**src/rtl/asym_dpram_pkg.sv**
```systemverilog
package asym_dpram_pkg;

  // Strobes passed from the control decode to the datapath
  typedef struct packed {
    logic wideWr;
    logic wideRd;
    logic narrowWr;
    logic narrowRd;
  } ramStrobes_t;

endpackage

```
**src/rtl/asym_dpram_ctrl.sv**
```systemverilog
module asym_dpram_ctrl
  import asym_dpram_pkg::*;
#(
  parameter int RATIO       = 4,
  parameter int WIDE_ADDR_W = 6,
  localparam int LANE_BITS     = $clog2(RATIO),
  localparam int NARROW_ADDR_W = WIDE_ADDR_W + LANE_BITS
) (
  input  logic                     clk,
  input  logic                     rstN,
  input  logic                     wideRdEn,
  input  logic                     wideWrEn,
  input  logic [WIDE_ADDR_W-1:0]   wideAddr,
  input  logic                     narrowRdEn,
  input  logic                     narrowWrEn,
  input  logic [NARROW_ADDR_W-1:0] narrowAddr,
  output ramStrobes_t              strb,
  output logic [WIDE_ADDR_W-1:0]   narrowWordAddr,
  output logic [LANE_BITS-1:0]     laneSel,
  output logic [RATIO-1:0]         laneEn
);

  logic sameWord;

  // Truncation only: the upper bits are the word, the lower bits the lane
  assign narrowWordAddr = narrowAddr[NARROW_ADDR_W-1:LANE_BITS];
  assign laneSel        = narrowAddr[LANE_BITS-1:0];
  assign sameWord       = (narrowWordAddr == wideAddr);

  always_comb begin
    strb.wideWr   = wideWrEn;
    strb.wideRd   = wideRdEn;
    strb.narrowRd = narrowRdEn;
    // Wide port wins when both write the same word
    strb.narrowWr = narrowWrEn && !(wideWrEn && sameWord);
  end

  // One-hot lane decode, gated by the narrow write strobe
  for (genvar k = 0; k < RATIO; k++) begin : g_lane
    assign laneEn[k] = strb.narrowWr && (laneSel == LANE_BITS'(k));
  end

  // exactly one lane is enabled for every narrow write
  p_lane_onehot_r4: assert property (@(posedge clk) disable iff (!rstN)
    strb.narrowWr |-> $countones(laneEn) == 1);

  // no lane is enabled without a narrow write
  p_lane_idle_r4: assert property (@(posedge clk) disable iff (!rstN)
    !narrowWrEn |-> laneEn == '0);

endmodule

```
**src/rtl/asym_dpram_data.sv**
```systemverilog
module asym_dpram_data
  import asym_dpram_pkg::*;
#(
  parameter int NARROW_W    = 9,
  parameter int RATIO       = 4,
  parameter int WIDE_ADDR_W = 6,
  localparam int WIDE_W    = NARROW_W * RATIO,
  localparam int LANE_BITS = $clog2(RATIO),
  localparam int DEPTH     = 1 << WIDE_ADDR_W
) (
  input  logic                   clk,
  input  logic                   rstN,
  input  ramStrobes_t            strb,
  input  logic [WIDE_ADDR_W-1:0] wideAddr,
  input  logic [WIDE_W-1:0]      wideWrData,
  input  logic [WIDE_ADDR_W-1:0] narrowWordAddr,
  input  logic [LANE_BITS-1:0]   laneSel,
  input  logic [RATIO-1:0]       laneEn,
  input  logic [NARROW_W-1:0]    narrowWrData,
  output logic [WIDE_W-1:0]      wideRdData,
  output logic [NARROW_W-1:0]    narrowRdData
);

  logic [WIDE_W-1:0]    mem [DEPTH];
  logic [WIDE_W-1:0]    narrowRep;
  logic [WIDE_W-1:0]    narrowWordQ;
  logic [LANE_BITS-1:0] laneQ;

  function automatic logic [NARROW_W-1:0] laneOf(input logic [WIDE_W-1:0] word,
                                                 input logic [LANE_BITS-1:0] lane);
    return word[int'(lane)*NARROW_W +: NARROW_W];
  endfunction

  // Narrow data copied into every lane position
  assign narrowRep = {RATIO{narrowWrData}};

  // Storage: wide write covers the whole word, narrow write one lane
  always_ff @(posedge clk) begin
    if (strb.wideWr) mem[wideAddr] <= wideWrData;
    for (int k = 0; k < RATIO; k++) begin
      if (laneEn[k]) mem[narrowWordAddr][k*NARROW_W +: NARROW_W] <= narrowRep[k*NARROW_W +: NARROW_W];
    end
  end

  // Read registers: old data on same-cycle write
  always_ff @(posedge clk or negedge rstN) begin
    if (!rstN) begin
      wideRdData  <= '0;
      narrowWordQ <= '0;
      laneQ       <= '0;
    end else begin
      if (strb.wideRd) wideRdData <= mem[wideAddr];
      if (strb.narrowRd) begin
        narrowWordQ <= mem[narrowWordAddr];
        laneQ       <= laneSel;
      end
    end
  end

  // Lane select after the register
  assign narrowRdData = laneOf(narrowWordQ, laneQ);

  // reset clears both read outputs
  p_reset_clear_r1: assert property (@(posedge clk)
    !rstN |=> (wideRdData == '0 && narrowRdData == '0));

  // outputs hold while the read enable is low
  p_wide_hold_r9: assert property (@(posedge clk) disable iff (!rstN)
    !strb.wideRd |=> $stable(wideRdData));
  p_narrow_hold_r9: assert property (@(posedge clk) disable iff (!rstN)
    !strb.narrowRd |=> $stable(narrowRdData));

  // a wide write always lands in full, even on a collision
  p_wide_lands_r7: assert property (@(posedge clk) disable iff (!rstN)
    strb.wideWr |=> mem[$past(wideAddr)] == $past(wideWrData));

  // a narrow write lands in the addressed lane
  p_narrow_lands_r4: assert property (@(posedge clk) disable iff (!rstN)
    strb.narrowWr |=> laneOf(mem[$past(narrowWordAddr)], $past(laneSel)) == $past(narrowWrData));

endmodule

```
**src/rtl/asym_dpram.sv**
```systemverilog
module asym_dpram
  import asym_dpram_pkg::*;
#(
  parameter int NARROW_W    = 9,
  parameter int RATIO       = 4,
  parameter int WIDE_ADDR_W = 6,
  localparam int WIDE_W        = NARROW_W * RATIO,
  localparam int LANE_BITS     = $clog2(RATIO),
  localparam int NARROW_ADDR_W = WIDE_ADDR_W + LANE_BITS
) (
  input  logic                     clk,
  input  logic                     rstN,
  input  logic                     wideRdEn,
  input  logic                     wideWrEn,
  input  logic [WIDE_ADDR_W-1:0]   wideAddr,
  input  logic [WIDE_W-1:0]        wideWrData,
  output logic [WIDE_W-1:0]        wideRdData,
  input  logic                     narrowRdEn,
  input  logic                     narrowWrEn,
  input  logic [NARROW_ADDR_W-1:0] narrowAddr,
  input  logic [NARROW_W-1:0]      narrowWrData,
  output logic [NARROW_W-1:0]      narrowRdData
);

  // Elaboration-time parameter checks
  if (RATIO < 2 || (RATIO & (RATIO - 1)) != 0) begin : g_bad_ratio
    $error("asym_dpram: RATIO must be a power of two and at least 2");
  end
  if (NARROW_W < 1 || WIDE_ADDR_W < 1) begin : g_bad_size
    $error("asym_dpram: NARROW_W and WIDE_ADDR_W must be positive");
  end

  ramStrobes_t            strb;
  logic [WIDE_ADDR_W-1:0] narrowWordAddr;
  logic [LANE_BITS-1:0]   laneSel;
  logic [RATIO-1:0]       laneEn;

  asym_dpram_ctrl #(
    .RATIO       (RATIO),
    .WIDE_ADDR_W (WIDE_ADDR_W)
  ) u_ctrl (
    .clk            (clk),
    .rstN           (rstN),
    .wideRdEn       (wideRdEn),
    .wideWrEn       (wideWrEn),
    .wideAddr       (wideAddr),
    .narrowRdEn     (narrowRdEn),
    .narrowWrEn     (narrowWrEn),
    .narrowAddr     (narrowAddr),
    .strb           (strb),
    .narrowWordAddr (narrowWordAddr),
    .laneSel        (laneSel),
    .laneEn         (laneEn)
  );

  asym_dpram_data #(
    .NARROW_W    (NARROW_W),
    .RATIO       (RATIO),
    .WIDE_ADDR_W (WIDE_ADDR_W)
  ) u_data (
    .clk            (clk),
    .rstN           (rstN),
    .strb           (strb),
    .wideAddr       (wideAddr),
    .wideWrData     (wideWrData),
    .narrowWordAddr (narrowWordAddr),
    .laneSel        (laneSel),
    .laneEn         (laneEn),
    .narrowWrData   (narrowWrData),
    .wideRdData     (wideRdData),
    .narrowRdData   (narrowRdData)
  );

endmodule

```
**config.mk**
```make
export PLATFORM = sky130hd
export DESIGN_NAME = asym_dpram
export DESIGN_NICKNAME = d
export VERILOG_FILES = /design/src/rtl/asym_dpram_pkg.sv /design/src/rtl/asym_dpram_ctrl.sv /design/src/rtl/asym_dpram_data.sv /design/src/rtl/asym_dpram.sv
export SDC_FILE = /design/constraint.sdc
export NUM_CORES = 2
export LEC_CHECK = 0
export ABC_CLOCK_PERIOD_IN_PS = 2560
export BUFFER_PORTS_ARGS = -buffer_cell sky130_fd_sc_hd__clkbuf_2
export CAP_MARGIN = 10
export CORE_MARGIN = 1
export CORE_UTILIZATION = 33
export CTS_CLUSTER_SIZE = 24
export DETAILED_ROUTE_END_ITERATION = 10
export PLACE_DENSITY_LB_ADDON = 0.12
export SYNTH_ARGS = -nofsm -noshare
export SYNTH_HDL_FRONTEND = slang
export SYNTH_SLANG_ARGS = --single-unit
```
**constraint.sdc**
```tcl
create_clock -name clk -period 2.56 [get_ports clk]
set_input_delay 0.384 -clock clk [delete_from_list [all_inputs] [get_ports clk]]
set_output_delay 0.384 -clock clk [all_outputs]
set_load 0.03 [all_outputs]
```
Word level (Yosys, flattened, before mapping)
Memories as Yosys holds them, arrays and structs flattened. A register that Yosys moved wholly into a read port is not among the register bits.
Index checks and enable logic that the tools add are counted.
Widths: inputs -> output; s select.
- multiply operators: 1
- equality and inequality tests: 4
- shift-type cells: 1
- muxes and demuxes: 10
- reductions and logical operators: 10
- operators with widths (cell ; count):
    $shiftx 36x32->9 ; 1
    $mux 1 ; 10
    $eq 6x6->1 ; 1
    $logic_and 1x1->1 ; 6
    $mul 2x4->6 const B ; 1
    $eq 2x2->1 const B ; 2
    $logic_not 1->1 ; 3
    $eq 2x1->1 const B ; 1
    $logic_not 2->1 ; 1
- register bits: 2
- bits in writable memories: 2304
- input port bits: 65
- output and inout port bits: 45
- word-level logic and storage cells: 28
- memories kept: 1
- memories (name ; words ; width ; rd ports ; clocked after Yosys merged registers in ; wr ports ; line ; source):
    u_data.mem ; 64 ; 36 ; 2 ; 2 ; 2 ; asym_dpram_data.sv:24 ; logic [WIDE_W-1:0] mem [DEPTH];

Depth between registers and ports, before layout
- depth after elaboration: 7
- depth in mapped cells: 12
- gate-level depth less buffers: 6

By module
From an unflattened synthesis, not the netlist that was laid out.
- cell total of the unflattened synthesis: 10423
- area, all modules: 140497.2 um^2
- modules (own cells, without submodules) (module ; times used ; cells each ; area an instance (um^2) ; sequential area each (um^2)):
    asym_dpram_data ; 1 ; 10394 ; 140275.8 ; 71038.1
    asym_dpram_ctrl ; 1 ; 29 ; 221.5 ; 0.0

Least setup slack after synthesis
OpenSTA, ideal clock, no wires.
- kind: input port to flip-flop
- start point: input port wideAddr[2]
- end point: memory u_data.mem[23][10] in the netlist's numbering, enable pin
- setup time: 0.387 ns
- arrival time: 2.351 ns
- data required time: 2.173 ns
- path slack: -0.178 ns
- cell stages on the path: 10
- path buffers: 6
- cells stage by stage: buf_2 -> buf_2 -> buf_2 -> buf_2 -> buf_4 -> buf_4 -> nand2_1 -> nor2_1 -> nand2_1 -> o21ai_0
- RTL lines (what ; line ; source):
    start, declared ; asym_dpram.sv:15 ; input logic [WIDE_ADDR_W-1:0] wideAddr,
    end, declared ; asym_dpram_data.sv:24 ;

Final worst setup path
- start point: register u_data.laneQ[0]
- end point: output port narrowRdData[8]
- longest elaborated chain between the ends: 2
- RTL lines (what ; line ; source):
    start, declared ; asym_dpram_data.sv:27 ; logic [LANE_BITS-1:0] laneQ;
    start signal, assigned ; asym_dpram_data.sv:55 ; laneQ <= laneSel;
    $mul 2x4->6 ; asym_dpram_data.sv:31 ; return word[int'(lane)*NARROW_W +: NARROW_W];
    $shiftx 36x32->9 ; asym_dpram_data.sv:31 ;
    end, declared ; asym_dpram.sv:22 ; output logic [NARROW_W-1:0] narrowRdData
Every way passes these cells.

==> flow_summary.json <==
{
  "hp-class": "in2reg",
  "wirelength_mm": 902.9,
  "area_growth_pct": 30.23,
  "start_util": 0.3322,
  "p_per_area_nw_per_um2": 565.3,
  "track_usage": 0.4032,
  "path_buf_inv": 2,
  "fmax_mhz": 352.1,
  "setup_viol": 20,
  "worstSetupStartpointType": "flip-flop",
  "slowest_stage": "mux4_2",
  "worstSetupPathType": "reg2out",
  "clk_pin_slew_ns": 0.06,
  "rsz0062_at_grt": "true",
  "skew_ns": 0.03272,
  "grt_pass1_wl_mm": 1164,
  "synth_area_um2": 142200,
  "vias_per_cell": 6.757,
  "drive_above_1_share": 0.4416,
  "avgSynthCellArea_um2": 13.61,
  "first_pass_iters": 7,
  "ant_nets": 0,
  "tns_ns": -2.368,
  "cpPeakStageDelay_ns": 0.69,
  "status": "finished with violations",
  "synth.yosys.warnings": 0,
  "ir_drop_mv": 0.4911,
  "antenna_found_initial": 148,
  "drc": 0,
  "dieArea_um2": 433400,
  "grt_remaining_overflow": 0,
  "synth_ff_type": "edfxtp_1",
  "clk_latency_ns": 1.00,
  "synthCells": 10443,
  "violations": "negative hold slack, negative setup slack",
  "ys_ff_latch": 2378,
  "rows": 240,
  "via_count": 123022,
  "dieWidth_um": 658.3,
  "setup_slack_ns": -0.2799,
  "io_buffers": 109,
  "post-route-period-util": 1.109,
  "cp_cell_sequence": "buf_12, mux4_2, buf_8",
  "cts_tree": "built",
  "power_leakage_nw": 64.04,
  "drtIter0Drc": 20146,
  "max_cap_viol_count": 0,
  "dpl.hpwl_mm": 659.0,
  "gp_congestion": 1.024,
  "report.final.slew_viol_count": 0,
  "critPathMaxFanout": 10,
  "synth_nets": 10508,
  "crit_family": "multiplexers",
  "fin_nets": 12247,
  "holdWs_ns": -0.004658,
  "ys_seq_area_frac": 0.4997,
  "cts_buffer_depth": 4,
  "cp.arrival_ns": 2.46,
  "hold_viol_final": 1,
  "async_flop_share": 0.03112,
  "clock_sinks": 2378,
  "cp-end-kind": "primary output",
  "cts-buffers-inserted": 305,
  "wl_per_cell_um": 49.59,
  "fin_crit_ns": 2.840,
  "io_pins": 110,
  "cts.htree.levels": 5,
  "slew_headroom": 0.02905,
  "coreArea_um2": 427900,
  "worst_pin_slew_ns": 1.455,
  "grt_max_degree": 88,
  "first_global_vias": 116103,
  "synth_edf_count": 2304,
  "die_height_um": 658.3,
  "cp.required_ns": 2.18,
  "cts_root_buf": "clkbuf_16",
  "ys_types": 84
}
==> flip-flops by register name, indices dropped and copies added, names as in the netlist <==
name	count
u_data.mem	2304
u_data.narrowWordQ	36
u_data.laneQ	2
u_data.wideRdData	36
==> power by group <==
group | leakage (nW) | switching (mW) | internal (mW)
Combinational | 37.8 | 10.7 | 6.32
Clock | 4.71 | 18.8 | 24.8
Sequential | 21.6 | 0.833 | 43.2
Total | 64.0 | 30.3 | 74.4
==> repair_timing <==
action / 4_1_cts / 5_1_grt
hold endpoints to repair: 81 / 0
resized for setup: 43 / 26
setup endpoints to repair: 17 / 40
setup buffers: 1 / 0
pin swaps: 0 / 1
hold buffers: 4 / 0
==> cell type report <==
| class | instances | area [um2] |
|---|---|---|
| Clock inverter | 165 | 1455 |
| Clock buffer | 384 | 8173 |
| Antenna cell | 95 | 237.7 |
| Timing Repair Buffer | 2660 | 30890 |
| Multi-Input combinational cell | 6826 | 66110 |
| Inverter | 11 | 73.82 |
| Tap cell | 5687 | 7116 |
| Fill cell | 39087 | 242800 |
| Sequential cell | 2378 | 71070 |
==> cells by family (layout without fill, tap and decap cells) <==
| kind of cell | Yosys count | after routing | synth area share |
|---|---|---|---|
| flops | 2378 | 2378 | 0.4997 |
| mux | 3507 | 3507 | 0.3031 |
| other cells | 0 | 95 | 0 |
| compound gates | 2236 | 2236 | 0.1128 |
| simple gates | 1077 | 1077 | 0.04426 |
| buf+inv | 1239 | 3220 | 0.03974 |
| xor+xnor | 6 | 6 | 0.0003697 |
==> worst paths after layout <==
| check | startpoint | end | slack [ns] | depth (start not counted) |
|---|---|---|---|---|
| max in group asynchronous | rstN | u_data.wideRdData[13] | 1.65 | 3 |
| setup reg to reg | u_data.mem[47][30] | u_data.wideRdData[30] | -0.04 | 7 |
| setup / recovery | u_data.laneQ[0] | narrowRdData[8] | -0.28 | 3 |
| hold reg to reg | u_data.wideRdData[20] | u_data.wideRdData[20] | 0.55 | 1 |
| hold / removal | narrowRdEn | u_data.narrowWordQ[0] | -0.005 | 3 |
| min in group asynchronous | rstN | u_data.wideRdData[24] | 0.08 | 2 |
==> through the flow <==
| step | total power [mW] | std cells | cell area, um2 | setup slack (ns) | utilization |
|---|---|---|---|---|---|
| after floorplan | 51.31 | 10443 | 142400 | -0.1576 | - |
| after global placement | 60.83 | 17557 | 175000 | -1.046 | 0.4090 |
| after detailed placement | 60.94 | 17557 | 175000 | -0.9986 | 0.4090 |
| after CTS | 104.1 | 18111 | 184800 | -0.2900 | 0.4319 |
| after global routing | 105.9 | 18124 | 184900 | -0.2591 | 0.4321 |
| final | 104.7 | 18206 | 185100 | -0.2799 | 0.4326 |
==> routing by layer <==
layer  global-route usage  wire (um)  vias to the layer above
li1                     -          -                    45905
met4               0.3056      81240                       70
met2               0.5782     375500                    10281
met1               0.5055     336700                    64133
met3               0.1261     108700                     2633
met5             0.007868        673                        -
==> cell usage in the layout, fill, tap and decap left out, types with 326 or more instances in the layout <==
| master | n |
|---|---|
| edfxtp_1 | 2304 |
| buf_4 | 1675 |
| mux2_2 | 1576 |
| mux2_1 | 1057 |
| buf_12 | 875 |
| a221oi_1 | 511 |
| mux2i_1 | 499 |
| mux4_2 | 375 |
| a22oi_1 | 338 |
| nand2_1 | 326 |
==> worst min-delay path, delay by kind of cell <==
| kind | cells | cell delay (ns) |
|---|---|---|
| buffers and inverters | 2 | 0.32 |
| AO/OA/AOI/OAI | 1 | 0.21 |
==> synth_stat cells, types with 18 or more instances <==
master     number  area share
nor2_4        187       0.015
a221oi_1      515       0.032
edfxtp_1     2304        0.49
o2bb2ai_1      29      0.0018
a222oi_1       22      0.0015
and3_1         19     0.00084
a21oi_1       218      0.0077
dfrtp_1        74       0.013
buf_1          98      0.0026
o22a_1         21      0.0013
a22oi_1       340       0.018
nand2_1       330      0.0087
nor2_1        278      0.0073
o21ai_0       462       0.016
o22ai_1       226      0.0099
mux4_2        375       0.059
o211ai_1       28      0.0015
buf_6          18      0.0014
a211oi_1       24      0.0013
o2111ai_1      21      0.0013
a221o_1        60      0.0042
mux2_2       1576        0.12
a22o_1         79      0.0049
clkbuf_1      718       0.019
mux2_1       1057       0.084
o32a_1         47      0.0033
buf_4         110      0.0058
nand3_2        38      0.0027
buf_2         277      0.0098
nand3_1        53      0.0019
a31oi_1        43      0.0019
o221ai_1       30      0.0018
mux2i_1       499       0.035
nand2_2        20     0.00088
nor2_2         26      0.0011
Power figures use the tool's default switching activity.
